### src/rtl/sb_pkg.sv
package sb_pkg;
    localparam int NUM_REGS = 32;
    localparam int NUM_FUS  = 4;
    localparam int OP_W     = 4;
    localparam int REG_W    = $clog2(NUM_REGS);
    localparam int FU_W     = $clog2(NUM_FUS);
    localparam int TAG_W    = $clog2(NUM_FUS + 1);

    typedef logic [OP_W-1:0]  op_t;
    typedef logic [REG_W-1:0] reg_id_t;
    typedef logic [FU_W-1:0]  fu_id_t;
    typedef logic [TAG_W-1:0] tag_t;

    localparam tag_t TAG_NONE = '0;

    typedef struct packed {
        op_t     op;
        reg_id_t dst;
        reg_id_t src1;
        reg_id_t src2;
        fu_id_t  fu;
    } instr_t;

    typedef enum logic [1:0] {
        FU_IDLE    = 2'd0,
        FU_WAIT_RD = 2'd1,
        FU_EXEC    = 2'd2,
        FU_WAIT_WB = 2'd3
    } fu_state_e;

    typedef struct packed {
        fu_state_e st;
        op_t       op;
        reg_id_t   fi;
        reg_id_t   fj;
        reg_id_t   fk;
        tag_t      qj;
        tag_t      qk;
        logic      rj;
        logic      rk;
    } fu_entry_t;

    function automatic tag_t tag_of(fu_id_t idx);
        return tag_t'(idx) + tag_t'(1);
    endfunction
endpackage

### src/rtl/sb_hold_buf.sv
module sb_hold_buf
    import sb_pkg::*;
(
    input  logic   clk,
    input  logic   rst,
    input  logic   in_valid,
    input  instr_t in_instr,
    output logic   in_ready,
    output logic   out_valid,
    output instr_t out_instr,
    input  logic   out_take
);
    logic   full_q;
    instr_t data_q;

    assign in_ready  = !full_q || out_take;
    assign out_valid = full_q;
    assign out_instr = data_q;

    always_ff @(posedge clk) begin
        if (rst) begin
            full_q <= 1'b0;
        end else if (in_valid && in_ready) begin
            full_q <= 1'b1;
            data_q <= in_instr;
        end else if (out_take) begin
            full_q <= 1'b0;
        end
    end
endmodule

### src/rtl/sb_regstat.sv
module sb_regstat
    import sb_pkg::*;
(
    input  logic    clk,
    input  logic    rst,
    input  logic    set_en,
    input  reg_id_t set_reg,
    input  tag_t    set_tag,
    input  logic    clr_en,
    input  reg_id_t clr_reg,
    input  reg_id_t rd_a,
    input  reg_id_t rd_b,
    input  reg_id_t rd_c,
    output tag_t    tag_a,
    output tag_t    tag_b,
    output tag_t    tag_c
);
    tag_t owner_q [NUM_REGS];

    assign tag_a = owner_q[rd_a];
    assign tag_b = owner_q[rd_b];
    assign tag_c = owner_q[rd_c];

    always_ff @(posedge clk) begin
        if (rst) begin
            for (int r = 0; r < NUM_REGS; r++) owner_q[r] <= TAG_NONE;
        end else begin
            if (clr_en) owner_q[clr_reg] <= TAG_NONE;
            if (set_en) owner_q[set_reg] <= set_tag;
        end
    end
endmodule

### src/rtl/sb_wb_arb.sv
module sb_wb_arb
    import sb_pkg::*;
(
    input  fu_entry_t          ent [NUM_FUS],
    output logic [NUM_FUS-1:0] wb_grant,
    output logic               wb_any,
    output fu_id_t             wb_idx
);
    logic [NUM_FUS-1:0] war_hold;
    logic [NUM_FUS-1:0] eligible;

    // A waiting reader that still wants the old value of our destination blocks us.
    always_comb begin
        war_hold = '0;
        for (int u = 0; u < NUM_FUS; u++) begin
            for (int v = 0; v < NUM_FUS; v++) begin
                if (v != u && ent[v].st == FU_WAIT_RD &&
                    ((ent[v].fj == ent[u].fi && ent[v].rj) ||
                     (ent[v].fk == ent[u].fi && ent[v].rk)))
                    war_hold[u] = 1'b1;
            end
            eligible[u] = (ent[u].st == FU_WAIT_WB) && !war_hold[u];
        end
    end

    always_comb begin
        wb_grant = '0;
        wb_any   = 1'b0;
        wb_idx   = '0;
        for (int u = 0; u < NUM_FUS; u++) begin
            if (eligible[u] && !wb_any) begin
                wb_grant[u] = 1'b1;
                wb_any      = 1'b1;
                wb_idx      = fu_id_t'(u);
            end
        end
    end
endmodule

### src/rtl/fu_scoreboard.sv
module fu_scoreboard
    import sb_pkg::*;
(
    input  logic                    clk,
    input  logic                    rst,
    input  logic                    in_valid,
    output logic                    in_ready,
    input  logic [OP_W-1:0]         in_op,
    input  logic [REG_W-1:0]        in_dst,
    input  logic [REG_W-1:0]        in_src1,
    input  logic [REG_W-1:0]        in_src2,
    input  logic [FU_W-1:0]         in_fu,
    input  logic [NUM_FUS-1:0]      done,
    output logic [NUM_FUS-1:0]      rd_grant,
    output logic [NUM_FUS-1:0]      ex_start,
    output logic [NUM_FUS*OP_W-1:0] ex_op,
    output logic [NUM_FUS-1:0]      wb_grant
);
    instr_t             in_instr;
    instr_t             hb_instr;
    logic               hb_valid;
    logic               issue_fire;
    tag_t               tag_dst, tag_s1, tag_s2;
    logic               wb_any;
    fu_id_t             wb_idx;
    tag_t               wb_tag;
    logic               s1_pend, s2_pend;
    logic [NUM_FUS-1:0] busy_v;
    logic [NUM_FUS-1:0] ex_start_q;
    fu_entry_t          ent [NUM_FUS];

    assign in_instr = '{op: in_op, dst: in_dst, src1: in_src1, src2: in_src2, fu: in_fu};

    sb_hold_buf u_hold (
        .clk       (clk),
        .rst       (rst),
        .in_valid  (in_valid),
        .in_instr  (in_instr),
        .in_ready  (in_ready),
        .out_valid (hb_valid),
        .out_instr (hb_instr),
        .out_take  (issue_fire)
    );

    sb_wb_arb u_arb (
        .ent      (ent),
        .wb_grant (wb_grant),
        .wb_any   (wb_any),
        .wb_idx   (wb_idx)
    );

    sb_regstat u_rstat (
        .clk     (clk),
        .rst     (rst),
        .set_en  (issue_fire),
        .set_reg (hb_instr.dst),
        .set_tag (tag_of(hb_instr.fu)),
        .clr_en  (wb_any),
        .clr_reg (ent[wb_idx].fi),
        .rd_a    (hb_instr.dst),
        .rd_b    (hb_instr.src1),
        .rd_c    (hb_instr.src2),
        .tag_a   (tag_dst),
        .tag_b   (tag_s1),
        .tag_c   (tag_s2)
    );

    assign wb_tag     = tag_of(wb_idx);
    assign issue_fire = hb_valid && !busy_v[hb_instr.fu] && (tag_dst == TAG_NONE);
    // A producer that writes back in the issue cycle counts as already done.
    assign s1_pend = (tag_s1 != TAG_NONE) && !(wb_any && tag_s1 == wb_tag);
    assign s2_pend = (tag_s2 != TAG_NONE) && !(wb_any && tag_s2 == wb_tag);
    assign ex_start = ex_start_q;

    genvar g;
    generate
        for (g = 0; g < NUM_FUS; g++) begin : g_unit
            assign busy_v[g]  = ent[g].st != FU_IDLE;
            assign rd_grant[g] = (ent[g].st == FU_WAIT_RD) && ent[g].rj && ent[g].rk;
            assign ex_op[g*OP_W +: OP_W] = ent[g].op;
        end
    endgenerate

    always_ff @(posedge clk) begin
        if (rst) begin
            ex_start_q <= '0;
            for (int u = 0; u < NUM_FUS; u++) ent[u] <= '0;
        end else begin
            ex_start_q <= rd_grant;
            for (int u = 0; u < NUM_FUS; u++) begin
                unique case (ent[u].st)
                    FU_IDLE: begin
                        if (issue_fire && hb_instr.fu == fu_id_t'(u)) begin
                            ent[u].st <= FU_WAIT_RD;
                            ent[u].op <= hb_instr.op;
                            ent[u].fi <= hb_instr.dst;
                            ent[u].fj <= hb_instr.src1;
                            ent[u].fk <= hb_instr.src2;
                            ent[u].qj <= s1_pend ? tag_s1 : TAG_NONE;
                            ent[u].qk <= s2_pend ? tag_s2 : TAG_NONE;
                            ent[u].rj <= !s1_pend;
                            ent[u].rk <= !s2_pend;
                        end
                    end
                    FU_WAIT_RD: begin
                        if (rd_grant[u]) begin
                            ent[u].st <= FU_EXEC;
                            ent[u].rj <= 1'b0;
                            ent[u].rk <= 1'b0;
                        end else begin
                            if (wb_any && ent[u].qj == wb_tag) begin
                                ent[u].rj <= 1'b1;
                                ent[u].qj <= TAG_NONE;
                            end
                            if (wb_any && ent[u].qk == wb_tag) begin
                                ent[u].rk <= 1'b1;
                                ent[u].qk <= TAG_NONE;
                            end
                        end
                    end
                    FU_EXEC: begin
                        if (done[u]) ent[u].st <= FU_WAIT_WB;
                    end
                    FU_WAIT_WB: begin
                        if (wb_grant[u]) ent[u].st <= FU_IDLE;
                    end
                    default: ent[u].st <= FU_IDLE;
                endcase
            end
        end
    end
endmodule

### config.mk
export PLATFORM = sky130hd
export DESIGN_NAME = fu_scoreboard
export DESIGN_NICKNAME = d
export VERILOG_FILES = /design/src/rtl/sb_pkg.sv /design/src/rtl/sb_hold_buf.sv /design/src/rtl/sb_regstat.sv /design/src/rtl/sb_wb_arb.sv /design/src/rtl/fu_scoreboard.sv
export SDC_FILE = /design/constraint.sdc
export NUM_CORES = 1
export LEC_CHECK = 0
export ABC_AREA = 0
export BUFFER_PORTS_ARGS = -buffer_cell sky130_fd_sc_hd__clkbuf_2
export CAP_MARGIN = 20
export CORE_ASPECT_RATIO = 1.5
export CORE_MARGIN = 2
export CORE_UTILIZATION = 40
export DETAILED_ROUTE_END_ITERATION = 10
export GPL_TIMING_DRIVEN = 0
export PLACE_DENSITY_LB_ADDON = 0.08
export SYNTH_ARGS = -nofsm -noshare
export SYNTH_HDL_FRONTEND = slang
export SYNTH_SLANG_ARGS = --single-unit
### constraint.sdc
create_clock -name clk -period 5.45 [get_ports clk]
set_input_delay 0.545 -clock clk [delete_from_list [all_inputs] [get_ports clk]]
set_output_delay 0.545 -clock clk [all_outputs]
set_load 0.1 [all_outputs]
==> out/results.ini <==
[clock_network]
cts.sinks = 253
cts_resized = 0
clk_latency_ns = 0.57
cts_hold_buf = 0
clk_path_buf_depth = 3
post-cts-setup-buffer-count = 0
numCtsBuffers = 27
cts_tree = yes
clk_pin_slew_ns = 0.06
cts-root-buf = clkbuf_16
htreeDepth = 1

[global_routing]
grt_util_all_layers = 0.269
grt_pass1_vias = 11500
overflow = 0
antenna_found_initial = 0
grt_max_degree = 31
grt_pass1_wl_um = 75900

[placed_design]
gp_congestion = 0.926
place_inst = 1956
hpwl_um = 40100
place_area_mm2 = 0.0157
pre_cts_ws_ns = 0.0798
io_buffers = 55

[setup_path]
cp_data_required_time_ns = 4.91
critPathMaxFanout = 10
reg2reg_to = u_hold.out_instr[1]$_DFFE_PP_
endpoint = in_ready
endpoint_kind = output port
rr_worst_depth = 11
arrival_ns = 4.77
reg2reg_slack_ns = 0.29
path_class = reg -> out
startpoint_type = flop

[synthesis]
yosys-top-cells-count = nor2_1, dfxtp_1, edfxtp_1
synth_top_family_by_area = simple AND/OR/NAND/NOR gates
synth_compound_area_frac = 0.0917
netlist_instances = 1417
ys_seq_area_frac = 0.421
synth_area_leaders = edfxtp_1, dfxtp_1, mux4_2, mux2i_1, nor2_1
synth.distinct_cells = 84
synth_flop_cell = dfxtp_1
syn_nets = 1470
synth_mux_area_frac = 0.153
synth_fa_ha_area_frac = 0.0211
synth_top_cell_area_share = 0.237
async_flop_share = 0
synth.largest_area_cell = edfxtp_1
synth_enable_flop_cells = 117
synth-simple-area-share = 0.166
synth_xor_area_frac = 0.0827
post-synth-top-count-cell = nor2_1
syn_area_per_cell_um2 = 10.5
netlist_area_mm2 = 0.0148
yosys_warnings = 0
synth_seq_cells = 253

[finish]
nets = 1555
stdcell_count = 2007
drive_gt1_frac = 0.177
stdcell_area_mm2 = 0.0167
area_growth_pct = 12.5
final_util = 0.455
antenna-diode-count = 0

[timing]
fmax_ghz = 0.188
final.min_clock_period_ns = 5.31
slew_headroom = 0.374
setup-violations-final = 0
hold_viol = 0
fin_crit_sh = 0.975
grt_setup_unrepaired = false
fin_ws_ns = 0.137
skew_ns = 0.0262
worstMarginPinSlew_ns = 0.939
slew_viol_final = 0

[worst_hold_path]
hold_path_class = in -> reg

[route]
vias_per_cell = 5.81
drc_errors = 0
ant_nets = 0
dr.pass1.iters = 6
postRouteWirelength_um = 52400
post_drt_wl_per_cell_um = 26.1
first_iter_violations = 974
routed-via-count = 11700

[power_and_ir_drop]
ir_worst_vdd_uv = 260
p_total_mw = 5.20
p_leak_nw = 6.45
p_per_area_mw_per_mm2 = 312

[run_status]
outcome = completed

[floorplanning]
die_x_um = 161
rows = 86
dieArea_mm2 = 0.0387
core_area_mm2 = 0.0367
start_util = 0.404
die_height_um = 240
ioPinCount = 57

[run]
drv_cap = 0

worst min path at each step:
stage,startpoint,endpoint,slack (ns),cells past startpoint
2_1_floorplan,ent[5]$_SDFFE_PP0P_,ent[5]$_SDFFE_PP0P_,0.44,1
3_3_place_gp,ent[5]$_SDFFE_PP0P_,ent[5]$_SDFFE_PP0P_,0.45,1
3_5_place_dp,ent[5]$_SDFFE_PP0P_,ent[5]$_SDFFE_PP0P_,0.46,1
4_1_cts,in_op[0],u_hold.out_instr[17]$_DFFE_PP_,0.13,1
5_1_grt,in_op[0],u_hold.out_instr[17]$_DFFE_PP_,0.14,1
6_report,in_op[0],u_hold.out_instr[17]$_DFFE_PP_,0.16,1
worst max-delay path, stage by stage, from the launching register on:
cell,delay [ns]
dfxtp_1,0.31
clkbuf_1,0.50
clkbuf_1,0.63
nor3_1,0.15
a211oi_1,0.55
a2111oi_0,0.13
nor4_1,0.77
buf_2,0.38
nand2b_1,0.27
clkbuf_2,0.50
placed cells by master (no fill, tap or decap), drive strengths merged, types with 60 or more instances in the layout:
cell and count:
clkbuf 152, xor2 65, dfxtp 136, xnor2 75, mux2i 90, nor2 185, nand2 108, nor3 60
buf 66, mux4 60, edfxtp 117
power by group:
group | switching [mW] | total (mW) | internal (mW) | leakage (nW)
clock | 0.846 | 2.03 | 1.19 | 0.478
sequential | 0.101 | 2.18 | 2.08 | 2.29
combinational | 0.614 | 0.988 | 0.374 | 3.69
total | 1.56 | 5.20 | 3.64 | 6.45
through the flow:
step                hold WS (ns)  TNS (ns)
finish                     0.155         0
global route               0.139         0
CTS                        0.134         0
detailed placement         0.462         0
global placement           0.454    -21.46
floorplan                  0.436         0
flip-flops by register name, summed over array words and instances, names as in the netlist, named ones only:
signal and count:
u_hold.out_instr 21, ex_start 4, u_hold.out_valid 1, u_rstat.owner_q 96
ent 100, ex_op 16
metal layers:
layer	share of wire	routed length, um	vias to the layer above	GRT usage
met1	0.37	19400	5749	0.295
met4	0.060	3150	0	0.145
li1	-	-	5312	-
met3	0.044	2320	165	0.0301
met2	0.53	27600	439	0.503
met5	0	0	-	0
kinds of logic (layout without fill, tap and decap cells):
family | count (synthesis) | after routing
muxes | 151 | 151
DFF | 253 | 253
buffers and inverters | 172 | 278
AOI/OAI and AO/OA | 174 | 174
and+or+nand+nor | 502 | 502
xor gates and xnor gates | 140 | 140
adders and majority gates | 25 | 25
final cells by class:
class / count / area [um^2]
Multi-Input combinational cell: 992 / 7620
Inverter: 42 / 158
Clock inverter: 16 / 208
Clock buffer: 34 / 757
Timing Repair Buffer: 56 / 280
Tap cell: 484 / 606
Sequential cell: 253 / 6240
Buffer: 130 / 816
Fill cell: 3549 / 20000
(Power assumes the default switching activity.)
